--- config.mk ---
export PLATFORM = sky130hd
export DESIGN_NAME = irq_entry_seq
export DESIGN_NICKNAME = d
export VERILOG_FILES = /design/src/rtl/irqseq_pkg.sv /design/src/rtl/irqseq_decide.sv /design/src/rtl/irqseq_addr.sv /design/src/rtl/irqseq_pack.sv /design/src/rtl/irq_entry_seq.sv
export SDC_FILE = /design/constraint.sdc
export NUM_CORES = 1
export LEC_CHECK = 0
export ABC_AREA = 1
export BUFFER_PORTS_ARGS = -buffer_cell sky130_fd_sc_hd__buf_2
export CAP_MARGIN = 20
export CORE_ASPECT_RATIO = 1.75
export CORE_MARGIN = 2
export CORE_UTILIZATION = 38
export CTS_CLUSTER_SIZE = 25
export DETAILED_ROUTE_END_ITERATION = 10
export GPL_TIMING_DRIVEN = 0
export PLACE_DENSITY_LB_ADDON = 0.12
export SYNTH_ARGS = -nofsm -noshare
export SYNTH_HDL_FRONTEND = slang
export SYNTH_SLANG_ARGS = --single-unit
--- constraint.sdc ---
create_clock -name clk -period 1.34 [get_ports clk]
set_input_delay 0.134 -clock clk [delete_from_list [all_inputs] [get_ports clk]]
set_output_delay 0.134 -clock clk [all_outputs]
set_load 0.02 [all_outputs]
--- src/rtl/irqseq_pkg.sv ---
package irqseq_pkg;

   typedef enum logic [2:0] {
      ST_IDLE,
      ST_RST_RD,
      ST_PUSH_PC,
      ST_PUSH_SR,
      ST_VEC_RD,
      ST_POP_SR,
      ST_POP_PC
   } seq_state_e;

   localparam int unsigned COST_W     = 4;
   localparam int unsigned ENTRY_COST = 6;
   localparam int unsigned RET_COST   = 5;

   typedef struct packed {
      logic is_reset;
      logic take;
      logic bad;
   } irq_verdict_t;

endpackage

--- src/rtl/irqseq_decide.sv ---
module irqseq_decide
   import irqseq_pkg::*;
#(
   parameter int IRQ_W     = 5,
   parameter int NUM_LINES = 16,
   parameter int NMI_MIN   = 14,
   parameter int RST_IRQ   = 15
) (
   input  logic             irq_valid,
   input  logic [IRQ_W-1:0] irq_num,
   input  logic             gie,
   output irq_verdict_t     verdict
);

   logic [31:0] num_wide;
   logic        in_range;
   logic        unmaskable;

   assign num_wide   = 32'(irq_num);
   assign in_range   = num_wide < 32'(NUM_LINES);
   assign unmaskable = num_wide >= 32'(NMI_MIN);

   always_comb begin
      verdict          = '0;
      verdict.bad      = irq_valid && !in_range;
      verdict.is_reset = irq_valid && in_range && (num_wide == 32'(RST_IRQ));
      verdict.take     = irq_valid && in_range && (num_wide != 32'(RST_IRQ))
                         && (gie || unmaskable);
   end

endmodule

--- src/rtl/irqseq_addr.sv ---
module irqseq_addr #(
   parameter int          ADDR_W   = 20,
   parameter int          IDX_W    = 4,
   parameter logic [15:0] VEC_BASE = 16'hFFE0
) (
   input  logic [ADDR_W-1:0] sp,
   input  logic [IDX_W-1:0]  idx,
   output logic [ADDR_W-1:0] sp_dn,
   output logic [ADDR_W-1:0] sp_up,
   output logic [ADDR_W-1:0] vec_addr
);

   localparam logic [ADDR_W-1:0] WORD_STEP = ADDR_W'(2);

   assign sp_dn    = sp - WORD_STEP;
   assign sp_up    = sp + WORD_STEP;
   assign vec_addr = ADDR_W'(VEC_BASE) + ADDR_W'({idx, 1'b0});

endmodule

--- src/rtl/irqseq_pack.sv ---
module irqseq_pack #(
   parameter bit EXT  = 1'b1,
   parameter int PC_W = 20
) (
   input  logic [PC_W-1:0] pc,
   input  logic [15:0]     sr,
   input  logic [3:0]      hi_nib,
   input  logic [15:0]     word,
   output logic [15:0]     stack_sr,
   output logic [PC_W-1:0] pc_restore
);

   generate
      if (EXT) begin : g_ext
         assign stack_sr   = {pc[PC_W-1:16], sr[11:0]};
         assign pc_restore = {hi_nib, word};
         logic unused_sr_top;
         assign unused_sr_top = &{1'b0, sr[15:12]};
      end else begin : g_base
         assign stack_sr   = sr;
         assign pc_restore = word;
         logic unused_base;
         assign unused_base = &{1'b0, hi_nib, pc};
      end
   endgenerate

endmodule

--- src/rtl/irq_entry_seq.sv ---
module irq_entry_seq
   import irqseq_pkg::*;
#(
   parameter bit          EXT_ADDR  = 1'b1,
   parameter int          IRQ_W     = 5,
   parameter int          NUM_LINES = 16,
   parameter int          NMI_MIN   = 14,
   parameter int          RST_IRQ   = 15,
   parameter int          GIE_BIT   = 3,
   parameter int          OFF_BIT   = 4,
   parameter logic [15:0] VEC_BASE  = 16'hFFE0,
   parameter logic [15:0] RST_VEC   = 16'hFFFE,
   localparam int         PC_W      = EXT_ADDR ? 20 : 16,
   localparam int         ACK_W     = $clog2(NUM_LINES)
) (
   input  logic              clk,
   input  logic              rst_n,
   input  logic              irq_valid,
   input  logic [IRQ_W-1:0]  irq_num,
   input  logic              reti_req,
   input  logic [PC_W-1:0]   pc_i,
   input  logic [PC_W-1:0]   sp_i,
   input  logic [15:0]       sr_i,
   output logic              pc_we,
   output logic [PC_W-1:0]   pc_wd,
   output logic              sp_we,
   output logic [PC_W-1:0]   sp_wd,
   output logic              sr_we,
   output logic [15:0]       sr_wd,
   output logic              regs_clr,
   output logic              mem_req,
   output logic              mem_we,
   output logic [PC_W-1:0]   mem_addr,
   output logic [15:0]       mem_wdata,
   input  logic [15:0]       mem_rdata,
   input  logic              mem_ready,
   output logic              exec_grant,
   output logic              ack_valid,
   output logic [ACK_W-1:0]  ack_num,
   output logic              irq_err,
   output logic              seq_done,
   output logic [COST_W-1:0] seq_cost
);

   localparam logic [15:0] ENTRY_CLR = ~((16'd1 << GIE_BIT) | (16'd1 << OFF_BIT));
   localparam logic [15:0] KEEP_LOW  = 16'h0FFF;

   generate
      if (GIE_BIT == OFF_BIT || GIE_BIT > 15 || OFF_BIT > 15) begin : g_bad_bits
         $error("status bit positions must be distinct and below 16");
      end
      if (NUM_LINES > (1 << IRQ_W)) begin : g_bad_width
         $error("request number field too narrow for NUM_LINES");
      end
      if (RST_IRQ >= NUM_LINES || NMI_MIN > RST_IRQ) begin : g_bad_order
         $error("reset request must be in range and at or above the unmaskable floor");
      end
      if (VEC_BASE[0] || RST_VEC[0]) begin : g_bad_align
         $error("vector addresses must be word aligned");
      end
   endgenerate

   seq_state_e       state_q, state_d;
   logic [ACK_W-1:0] irq_q;
   logic [3:0]       hi_q;
   logic             cap_irq, cap_hi;

   irq_verdict_t     verdict;
   logic [PC_W-1:0]  sp_dn, sp_up, vec_addr;
   logic [15:0]      stack_sr;
   logic [PC_W-1:0]  pc_restore;

   irqseq_decide #(
      .IRQ_W     (IRQ_W),
      .NUM_LINES (NUM_LINES),
      .NMI_MIN   (NMI_MIN),
      .RST_IRQ   (RST_IRQ)
   ) u_decide (
      .irq_valid (irq_valid),
      .irq_num   (irq_num),
      .gie       (sr_i[GIE_BIT]),
      .verdict   (verdict)
   );

   irqseq_addr #(
      .ADDR_W   (PC_W),
      .IDX_W    (ACK_W),
      .VEC_BASE (VEC_BASE)
   ) u_addr (
      .sp       (sp_i),
      .idx      (irq_q),
      .sp_dn    (sp_dn),
      .sp_up    (sp_up),
      .vec_addr (vec_addr)
   );

   irqseq_pack #(
      .EXT  (EXT_ADDR),
      .PC_W (PC_W)
   ) u_pack (
      .pc         (pc_i),
      .sr         (sr_i),
      .hi_nib     (hi_q),
      .word       (mem_rdata),
      .stack_sr   (stack_sr),
      .pc_restore (pc_restore)
   );

   always_comb begin
      state_d    = state_q;
      pc_we      = 1'b0;
      pc_wd      = '0;
      sp_we      = 1'b0;
      sp_wd      = '0;
      sr_we      = 1'b0;
      sr_wd      = '0;
      regs_clr   = 1'b0;
      mem_req    = 1'b0;
      mem_we     = 1'b0;
      mem_addr   = '0;
      mem_wdata  = '0;
      exec_grant = 1'b0;
      ack_valid  = 1'b0;
      ack_num    = '0;
      irq_err    = 1'b0;
      seq_done   = 1'b0;
      seq_cost   = '0;
      cap_irq    = 1'b0;
      cap_hi     = 1'b0;
      unique case (state_q)
         ST_IDLE: begin
            if (verdict.is_reset) begin
               state_d = ST_RST_RD;
            end else if (verdict.take) begin
               cap_irq = 1'b1;
               state_d = ST_PUSH_PC;
            end else if (verdict.bad) begin
               irq_err = 1'b1;
            end else if (reti_req) begin
               state_d = ST_POP_SR;
            end else if (!sr_i[OFF_BIT]) begin
               exec_grant = 1'b1;
            end
         end
         ST_RST_RD: begin
            mem_req  = 1'b1;
            mem_addr = PC_W'(RST_VEC);
            if (mem_ready) begin
               regs_clr = 1'b1;
               pc_we    = 1'b1;
               pc_wd    = PC_W'(mem_rdata);
               state_d  = ST_IDLE;
            end
         end
         ST_PUSH_PC: begin
            mem_req   = 1'b1;
            mem_we    = 1'b1;
            mem_addr  = sp_dn;
            mem_wdata = pc_i[15:0];
            if (mem_ready) begin
               sp_we   = 1'b1;
               sp_wd   = sp_dn;
               state_d = ST_PUSH_SR;
            end
         end
         ST_PUSH_SR: begin
            mem_req   = 1'b1;
            mem_we    = 1'b1;
            mem_addr  = sp_dn;
            mem_wdata = stack_sr;
            if (mem_ready) begin
               sp_we   = 1'b1;
               sp_wd   = sp_dn;
               sr_we   = 1'b1;
               sr_wd   = sr_i & ENTRY_CLR;
               state_d = ST_VEC_RD;
            end
         end
         ST_VEC_RD: begin
            mem_req  = 1'b1;
            mem_addr = vec_addr;
            if (mem_ready) begin
               pc_we     = 1'b1;
               pc_wd     = PC_W'(mem_rdata);
               ack_valid = 1'b1;
               ack_num   = irq_q;
               seq_done  = 1'b1;
               seq_cost  = COST_W'(ENTRY_COST);
               state_d   = ST_IDLE;
            end
         end
         ST_POP_SR: begin
            mem_req  = 1'b1;
            mem_addr = sp_i;
            if (mem_ready) begin
               sr_we   = 1'b1;
               sr_wd   = mem_rdata & KEEP_LOW;
               sp_we   = 1'b1;
               sp_wd   = sp_up;
               cap_hi  = 1'b1;
               state_d = ST_POP_PC;
            end
         end
         ST_POP_PC: begin
            mem_req  = 1'b1;
            mem_addr = sp_i;
            if (mem_ready) begin
               pc_we    = 1'b1;
               pc_wd    = pc_restore;
               sp_we    = 1'b1;
               sp_wd    = sp_up;
               seq_done = 1'b1;
               seq_cost = COST_W'(RET_COST);
               state_d  = ST_IDLE;
            end
         end
         default: state_d = ST_IDLE;
      endcase
   end

   always_ff @(posedge clk or negedge rst_n) begin
      if (!rst_n) begin
         state_q <= ST_IDLE;
         irq_q   <= '0;
         hi_q    <= '0;
      end else begin
         state_q <= state_d;
         if (cap_irq) irq_q <= irq_num[ACK_W-1:0];
         if (cap_hi)  hi_q  <= mem_rdata[15:12];
      end
   end


   mem_hold_chk: assert property (@(posedge clk) disable iff (!rst_n)
      (mem_req && !mem_ready) |=> (mem_req && $stable(mem_addr) && $stable(mem_we) && $stable(mem_wdata)));


   write_needs_ready_chk: assert property (@(posedge clk) disable iff (!rst_n)
      (pc_we || sp_we || sr_we || regs_clr) |-> mem_ready);


   push_lands_at_sp_chk: assert property (@(posedge clk) disable iff (!rst_n)
      (sp_we && mem_we) |-> (sp_wd == mem_addr));


   entry_masks_status_chk: assert property (@(posedge clk) disable iff (!rst_n)
      ack_valid |-> (!sr_i[GIE_BIT] && !sr_i[OFF_BIT]));


   ack_single_chk: assert property (@(posedge clk) disable iff (!rst_n)
      ack_valid |=> !ack_valid);


   err_quiet_chk: assert property (@(posedge clk) disable iff (!rst_n)
      irq_err |-> (!mem_req && !exec_grant));


   grant_off_chk: assert property (@(posedge clk) disable iff (!rst_n)
      exec_grant |-> (!sr_i[OFF_BIT] && !mem_req));

endmodule

======== Yosys cells after proc, flatten, opt, wreduce, memory -nomap -nowiden ========
Index checks and enable logic that the tools add are counted.
word-level totals
  register bits after elaboration ......... 11
  bits of input ports ..................... 82
  output and inout port bits .............. 110
  logic and storage cells ................. 87
cells by class
  add/sub/neg operators ................... 3
  $lt $le $gt $ge ......................... 2
  equal/unequal tests ..................... 14
  mux-type cells .......................... 48
  reductions and logical operators ........ 17
operators by type and width
  operator               number
  $pmux 20 s2            2
  $pmux 20 s4            1
  $pmux 16 s2            2
  $mux 20                3
  $mux 16                2
  $mux 3                 10
  $mux 1                 23
  $add 20x2->20 const B  1
  $sub 20x2->20 const B  1
  $add 16x5->17 const A  1
  $pmux 3 s5             1
  $mux 12                1
  $reduce_or 2->1        5
  $eq 3x3->1 const B     3
  $mux 4                 2
  $ne 4x2->1 const B     2
  $eq 3x2->1 const B     2
  $ne 2x2->1 const B     3
  $pmux 3 s2             1
  $reduce_and 6->1       1
  $reduce_or 6->1        1
  $eq 5x4->1 const B     1
  $ge 5x4->1 const B     1
  $logic_and 1x1->1      5
  9 further kinds        9

======== Logic depth before layout (Yosys ltp) ========
Gate-level depths: netlist (run 1).
  depth in word-level cells ............... 7
  gate-level depth with buffers ........... 10
  mapped depth without buffers ............ 9

======== Cells and area by module ========
Synthesis (run 1) repeated with hierarchy kept, for this count alone.
second synthesis, totals
  cell total of the unflattened synthesis .. 698
  area total of the unflattened synthesis .. 3612.2 µm²
by module, submodules not included
  module         times used  cells an instance  area an instance (µm²)
  irq_entry_seq  1           436                2185.8
  irqseq_addr    1           211                1083.5
  irqseq_pack    1           36                 270.3
  irqseq_decide  1           15                 72.6

======== Worst setup path before layout (run 1) ========
Ideal clock, no wire load.
  kind .................................... register to output
  start ................................... register state_q[2]
  end ..................................... output port sr_wd[10]
  arrival time ............................ 1.666 ns
  setup slack ............................. -0.460 ns
  cell stages (with the launch flop) ...... 6
  buffers on the path ..................... 2
  cell sequence ........................... dfrtp_1 > inv_2 > buf_2 > nand3_2 > buf_2 > o32ai_1
between the ends
  word-level cells in the longest chain between the ends .. 2
RTL lines
  what                                             RTL line              source
  start, declared                                  irq_entry_seq.sv:63   seq_state_e state_q, state_d;
  start signal, assigned                           irq_entry_seq.sv:227  state_q <= state_d;
  $eq 3x3->1 / $eq 3x2->1 (equally long branches)  irq_entry_seq.sv:130  unique case (state_q)
  $pmux 16 s2 *                                    irq_entry_seq.sv:130
  end, declared                                    irq_entry_seq.sv:29   output logic [15:0] sr_wd,
Mark *: on every way between the ends. The rest lies on a longest branch, timed or not.

======== Worst setup path in the final report (run 1) ========
  start ................................... register state_q[0]
  end ..................................... output port pc_wd[6]
between the ends
  word-level cells in the longest chain between the ends .. 3
RTL lines
  what                                             RTL line              source
  $eq 3x3->1 / $eq 3x1->1 (equally long branches)  irq_entry_seq.sv:130
  $reduce_or 2->1 (no line)                        n/a
  $pmux 20 s2 *                                    irq_entry_seq.sv:130
  end, declared                                    irq_entry_seq.sv:25   output logic [PC_W-1:0] pc_wd,
Marks and branches as above.

==> run metrics, run 1 <==
Avg Vias per Cell 6.187; Reg-to-Reg End state_q[2]; Nets 824; Core Rows 40; DR vias 5,092; Tot GR Track Use 0.4201; TNS Setup -58,850 ps; largest net degree at the start of global routing 12; CP Launch Type flop; met3 Usage GRT 0.09491; hpwl dp 9.981 mm; Crit. path cell count 8; crit path kind flop to output port; Yosys top cell area share 0.1783; grt met1 use 0.3772; number of synthesized flops with an enable pin 0; CTS tree yes; post-synthesis sequential area ratio 0.1029; Final Setup Violations 120; DRT iter0 DRCs 537; Post-Syn Instances 506; worst path arrival time approximately 1900 ps; r2r startpoint state_q[1]; boundary pin count around 190; CTS clk-pin slew, worst paths 40 ps; largest stage delay on the critical path 380 ps; WP buf/inv 4; Routed WL per cell between 20 and 25 um; GRT met2 Usage 0.7591; Max Slew Vio Count 0; top_reg_cell synth dfrtp_1; Tot Pwr 0.009955 W; Mapped Nets slightly below 600; ys async rst share 1.000; root buf cell clkbuf_16; # DRC 0; Clock Sinks 11; ant diodes 0; Worst Setup EP pc_wd[6]; Slew @ Worst Pin 614.3 ps; minimum clock period ~2000 ps; GPL Wtd Cong 1.001; router iterations before antenna repair 8; die area about 7700 um^2; leading area contributor after synthesis nand2_1; vias in the first global route approximately 5,000; Initial Utilization 0.3900; cts bufs inserted 3; area delta synth->final 120.4%; crit-path leading delay family buffers and inverters; Hold Fails Final Rpt 0; outcome finished, violations left; worst reg-to-reg setup slack -460 ps; Yosys cell types 33; largest cells by area after synthesis nand2_1 (18%), nor2_1 (11%), nand3_1 (10%), dfrtp_1 (10%), inv_1 (8.8%); CTS HTree Levels 1; VDD IR max 1.627 mV; grt total ovfl 0; PwrDens 1689 nW/um^2; initial antenna violation count 0; die height about 110 um; share of post-route cells with drive strength above 1 0.5467; final setup margin -685.1 ps; Cell Chain, Critical Path buf_6, nor3_4, inv_4, a21oi_4, nor2_4, buf_12, nor2_4, buf_6; critical path capture point type output port; DRT Wirelength 18.63 mm; worst hold path class input pin to flop; count of buffers from port buffering 185; first-pass GRT wire length 24.55 mm; failing checks negative setup slack; register bit total from synthesis 11; Clock Tree Buf Depth 2; non-filler cells, final 823; Worst Reg2Reg Path Length in Cells 9; Core ar. 6857 um^2; unrepaired setup endpoints after global routing yes; period utilisation layout 1.511; max-cap violation count 0; crit-path max FO 10; Max Freq 493.8 MHz; clock insertion delay at the later pin of the skew report 250 ps; Critical Path Source state_q[0]; post-placement cell count 775; normalized max-slew margin 0.5904; Slowest cell on crit path dfrtp_1; grt peak-use layer met2; Leak Pwr about 2.7 nW; Worst Skew 1.854 ps; Yosys warnings 0; antenna-violating nets left 0; Data required, critical path between 1000 and 1500 ps; Post-Syn Area 2674 um^2; mean post-synth cell area 5.284 um^2; Die Wd 67.41 um
==> power by group <==
| group | leakage (nW) | total (W) | switching [W] | internal (W) |
|---|---|---|---|---|
| Clock | 0.0382 | 0.000573 | 0.000171 | 0.000402 |
| Combinational | 2.57 | 0.00875 | 0.00508 | 0.00367 |
| Sequential | 0.137 | 0.000633 | 0.000145 | 0.000488 |
==> routing by layer <==
metal | vias to the layer above | routed length [um]
met3 | 178 | 1737
met5 | - | 0
li1 | 2153 | -
met4 | 0 | 2190
met1 | 2294 | 5340
met2 | 467 | 9362
==> worst register-to-register path: stages (launching register included) <==
cell     delay [ps]
dfrtp_1         360
buf_6           180
inv_4            60
nand3_1         200
inv_2           110
nand2_1         180
nand2_1         160
a21oi_4         190
nand2_1         100
o21ai_0         140
==> registers in the layout, summed over array words and instances, names as in the netlist <==
name     count
hi_q         4
irq_q        4
state_q      3
==> cell type report <==
type	instances	area, um^2
clock buffers	4	78.83
well taps	84	105.1
plain buffers	25	299.0
fillers	378	963.4
inverters	71	292.8
multi-input cells	398	2902
flip-flops and latches	11	276.5
repair buffers	230	1939
==> cells in the final DEF (no fill, tap or decap), types with 3 or more instances in the layout <==
cell / instances
o21ai_1: 4
clkbuf_16: 5
o21ai_2: 9
buf_2: 93
buf_6: 84
nand2_1: 114
a32o_2: 5
nor2_4: 39
o32ai_4: 10
nand3_2: 16
o21ai_0: 13
o211ai_1: 11
nor3_4: 3
a21oi_4: 11
buf_12: 9
xor2_1: 4
clkbuf_1: 5
dfrtp_1: 10
inv_1: 57
a21oi_1: 6
inv_2: 7
o21ai_4: 10
nand2_4: 3
nor2_1: 49
nand2_2: 11
nand4_1: 18
buf_4: 50
a21oi_2: 9
buf_16: 3
inv_4: 4
nand3_1: 39
buf_8: 5
==> cells by family after synthesis <==
logic type	after synthesis	synth area share
and+or+nand+nor	300	0.5124
DFF	11	0.1029
AOI/OAI and AO/OA	91	0.2120
other	1	0.001402
xor gates and xnor gates	4	0.01310
buffers and inverters	97	0.1488
adders and majority gates	2	0.009357
==> metrics by stage <==
step	utilization	setup WS [ps]	hold WS [ps]	instance area (um^2)
global route	0.8595	-786.0	193.1	5893
global placement	0.6268	-702.6	11.07	4298
finish	0.8595	-685.1	159.3	5893
floorplan	-	-280.9	-161.6	3267
detailed placement	0.6268	-765.2	14.53	4298
CTS	0.8214	-518.0	145.1	5632
==> cell usage after synthesis, drive strengths merged, types with 10 or more instances <==
library cell	n
nand3	57
buf	15
o32ai	10
dfrtp	11
nor2	90
nand4	18
inv	71
clkbuf	11
o211ai	11
nand2	129
a21oi	26
o21ai	36
==> timing repair <==
item	in CTS	in global routing
endpoints found under the setup margin	117	120
gates resized for setup	257	65
buffers inserted	34	12
endpoints found under the hold margin	11	0
pin swaps	20	17
hold buffers	1	0
cloned	4	0
==> worst min path at each step <==
stage	from	slack (ps)	endpoint	cells past startpoint
after detailed placement	rst_n	10	irq_q[2]	1
after floorplan	rst_n	-160	hi_q[0]	0
final	irq_num[1]	160	irq_q[1]	3
after global placement	rst_n	10	irq_q[0]	1
after global routing	irq_num[1]	190	irq_q[1]	3
after CTS	irq_num[2]	150	irq_q[2]	3
Power figures use the tool's default switching activity.
==> inputs of run 2 (changes only) <==
--- a/config.mk
+++ b/config.mk
@@ -5,12 +5,11 @@
 export SDC_FILE = /design/constraint.sdc
 export NUM_CORES = 1
 export LEC_CHECK = 0
-export ABC_AREA = 1
 export BUFFER_PORTS_ARGS = -buffer_cell sky130_fd_sc_hd__buf_2
 export CAP_MARGIN = 20
 export CORE_ASPECT_RATIO = 1.75
 export CORE_MARGIN = 2
-export CORE_UTILIZATION = 38
+export CORE_UTILIZATION = 40
 export CTS_CLUSTER_SIZE = 25
 export DETAILED_ROUTE_END_ITERATION = 10
 export GPL_TIMING_DRIVEN = 0
==> constraint.sdc (replaced) <==
create_clock -name clk -period 2 [get_ports clk]
set_input_delay 0.2 -clock clk [delete_from_list [all_inputs] [get_ports clk]]
set_output_delay 0.2 -clock clk [all_outputs]
set_load 0.02 [all_outputs]
==> run 2 against run 1 <==
Core utilization fell by 9.3 points. Area after synthesis grew 9.5%. Clock skew up 3.5 ps. Synthesized cell count down 14%. Register-to-register slack improved by 550 ps. Critical endpoint is now sp_wd[17]. Worst hold slack gained 41 ps. Final cell count shrank 7.8%. Critical path type is now input pin to output port. Die area grew 3.8%. Sequential cell count is the same. The flow still finishes with violations (negative setup slack).
==> run metrics, run 2 <==
normalized max-slew margin 0.6131 (+0.02268); post-synthesis sequential area ratio 0.09402 (-0.008931); count of buffers from port buffering 183 (-1.1%); die area 8046 um^2 (+3.8%); DR vias 4,872 (-4.3%); CP Launch Type input pin; largest cells by area after synthesis dfrtp_1 (9.4%), mux2i_1 (6.8%), nor2_1 (5.8%), a21oi_1 (5.0%), and3_1 (4.3%); period utilisation layout 1.295; Post-Syn Instances 437 (-14%); Tot GR Track Use 0.3485 (-0.07160); mean post-synth cell area 6.700 um^2 (+27%); worst hold path class input pin to flop; non-filler cells, final 759 (-7.8%); max-cap violation count 0 (unchanged); biggest regs hi_q: 4 flops, irq_q: 4 flops, state_q: 3 flops; area delta synth->final 86.75%; first-pass GRT wire length 21.38 mm (-13%); min-delay src irq_num[0]; Routed WL per cell 21.30 um (-5.9%); outcome finished, violations left; hold endpoint irq_q[0]; Cell Chain, Critical Path buf_8, buf_4, ha_1, nand3_2, or3_1, o21ai_0, nand3b_1, o211a_1, buf_6; minimum clock period between 2000 and 3000 ps; Avg Vias per Cell 6.419 (+3.7%); crit path kind input pin to output port; critical path capture point type output port; Clock Tree Buf Depth 2 (unchanged); worst path arrival time 2390 ps (+500 ps); dpl ws -502.6 ps (+262.5 ps); final setup margin -589.2 ps (+95.94 ps); Worst Skew 5.364 ps (+3.510 ps); leading area contributor after synthesis dfrtp_1; root buf cell clkbuf_16; Data required, critical path 1800 ps (+590 ps); worst reg-to-reg setup slack 90 ps (+550 ps); Initial Utilization 0.4106 (+0.02063); DRT iter0 DRCs 547 (+1.9%); GPL Wtd Cong 0.9132 (-8.8%); Hold Fails Final Rpt 0 (unchanged); Worst Reg2Reg Path Length in Cells 7 (-2); number of synthesized flops with an enable pin 0 (unchanged); Yosys cell types 67 (+100%); Core ar. 7131 um^2 (+4.0%); Slowest cell on crit path or3_1; most numerous cell in the Yosys netlist nor2_1; vias in the first global route 4,455 (-10%); register bit total from synthesis 11 (unchanged); router iterations before antenna repair 7 (-1); initial antenna violation count 0 (unchanged); Core Rows 41 (+2.5%); clock insertion delay at the later pin of the skew report 240 ps (about the same); Clock Sinks 11 (unchanged); VDD IR max 0.9245 mV (-43%); filler instances 505 (+34%); Final Setup Violations 32 (-73%); largest net degree at the start of global routing 12 (unchanged); antenna-violating nets left 0 (unchanged); Reg-to-Reg End state_q[2]; unrepaired setup endpoints after global routing yes; worst hold path depth 2 (-1); Leak Pwr 2.656 nW (-3.1%); most frequent cells in the layout buf_2 (142), buf_4 (71), nor2_1 (38); ys async rst share 1.000 (unchanged); grt total ovfl 0 (unchanged); # DRC 0 (unchanged); Yosys top cell area share 0.09402 (-0.08427); largest stage delay on the critical path 520 ps (+140 ps); Post-Syn Area 2928 um^2 (+9.5%); Max Freq 386.2 MHz; post-placement cell count 706 (-8.9%); Mapped Nets 521 (-12%); share of post-route cells with drive strength above 1 0.5988 (+0.05213); CTS clk-pin slew, worst paths 40 ps (about the same); DRT Wirelength 16.17 mm (-13%); hpwl dp 10.42 mm (+4.4%); Slew @ Worst Pin 574.3 ps (-40.09 ps); ant diodes 0 (unchanged); boundary pin count 192 (unchanged); r2r startpoint state_q[0]; Yosys warnings 0 (unchanged); failing checks negative setup slack; crit-path max FO 7 (-3); top_reg_cell synth dfrtp_1; Max Slew Vio Count 0 (unchanged); synth cell count leaders nor2_1 (45), a21oi_1 (29), nand2_1 (29); Die Wd 68.67 um (+1.9%); PwrDens 1303 nW/um^2 (-23%); cts bufs inserted 3 (unchanged); CTS tree yes; CTS HTree Levels 1 (unchanged); Nets 758 (-8.0%); die height 117.2 um (+1.9%); commonest non-fill, non-tap cell in the layout buf_2
[run 2: changes by cell type in the layout (fill, tap and decap cells not counted), sizes merged, moves of 17 or more]
| cell | previous run | this run |
|---|---|---|
| nand2 | 129 | 29 |
| inv | 70 | 15 |
| nor2 | 90 | 47 |
| nand3 | 57 | 17 |
| and3 | 0 | 20 |
| mux2i | 0 | 20 |
| o21ai | 36 | 17 |
| and2 | 1 | 18 |
[run 2: metrics by stage]
step	cell area (um^2)	hold slack (ps)	setup TNS [ps]	power (W)	utilization
final	5468	200.6	-4713	0.007124	0.7668
after global routing	5468	209.2	-6289	0.007447	0.7668
after CTS	4885	201.6	-3117	0.006143	0.6850
after detailed placement	4090	87.87	-20640	0.004841	0.5736
after global placement	4090	84.82	-18500	0.004782	0.5736
after floorplan	3067	-95.59	-151.9	0.003471	-
[run 2: power by group]
group / internal [W] / switching [W]
sequential: 0.000336 / 0.0000859
clock: 0.000268 / 0.000107
combinational: 0.00267 / 0.00366
total: 0.00328 / 0.00385
[run 2: how the worst max path moves through the flow]
stage	start	end	slack, ps	cells past startpoint
after global routing	sp_i[2]	sp_wd[17]	-710	9
after floorplan	sp_i[2]	sp_wd[9]	-90	8
final	sp_i[2]	sp_wd[17]	-590	9
after global placement	state_q[2]	mem_wdata[0]	-480	7
after detailed placement	state_q[2]	mem_wdata[0]	-500	7
after CTS	sp_i[2]	mem_addr[13]	-230	11
[run 2: final cells by class]
class                           count  area [um^2]  area share
Tap cell                           86        107.6     0.01968
Buffer                             45        407.9     0.07460
Timing Repair Buffer              234         1551      0.2838
Inverter                           15        73.82     0.01350
Clock buffer                        4        78.83     0.01442
Multi-Input combinational cell    364         2972      0.5435
Sequential cell                    11        276.5     0.05057
[run 2: cells by family (layout without fill, tap and decap cells)]
group / Yosys count / in the layout / share of synthesized area
xor gates and xnor gates: 8 / 8 / 0.02393
other: 1 / 1 / 0.001281
muxes: 28 / 28 / 0.09915
and+or+nand+nor: 202 / 203 / 0.3833
buffers and inverters: 63 / 298 / 0.09273
AOI/OAI and AO/OA: 115 / 115 / 0.2731
DFF: 11 / 11 / 0.09402
adders and majority gates: 9 / 9 / 0.03248
[run 2: repair_timing]
| item | in CTS | in global routing |
|---|---|---|
| setup endpoints to repair | 98 | 86 |
| pin swaps | 38 | 38 |
| hold endpoints to repair | 11 | 0 |
| hold buffers | 1 | 0 |
| gates resized for setup | 142 | 138 |
| buffers inserted | 30 | 21 |
| cloned | 2 | 1 |
[run 2: worst max-delay path: cells and delay by family]
| family | cells | cell delay [ps] |
|---|---|---|
| simple gates | 3 | 990 |
| fa+ha+maj | 1 | 200 |
| buf+inv | 3 | 300 |
| compound gates | 2 | 690 |
[run 2: routing by layer]
layer	wire length [um]	global-route usage	up-vias
li1	-	-	2098
met2	8255	0.6391	398
met5	0	0	-
met1	5385	0.3618	2251
met4	1050	0.2027	0
met3	1477	0.04589	125
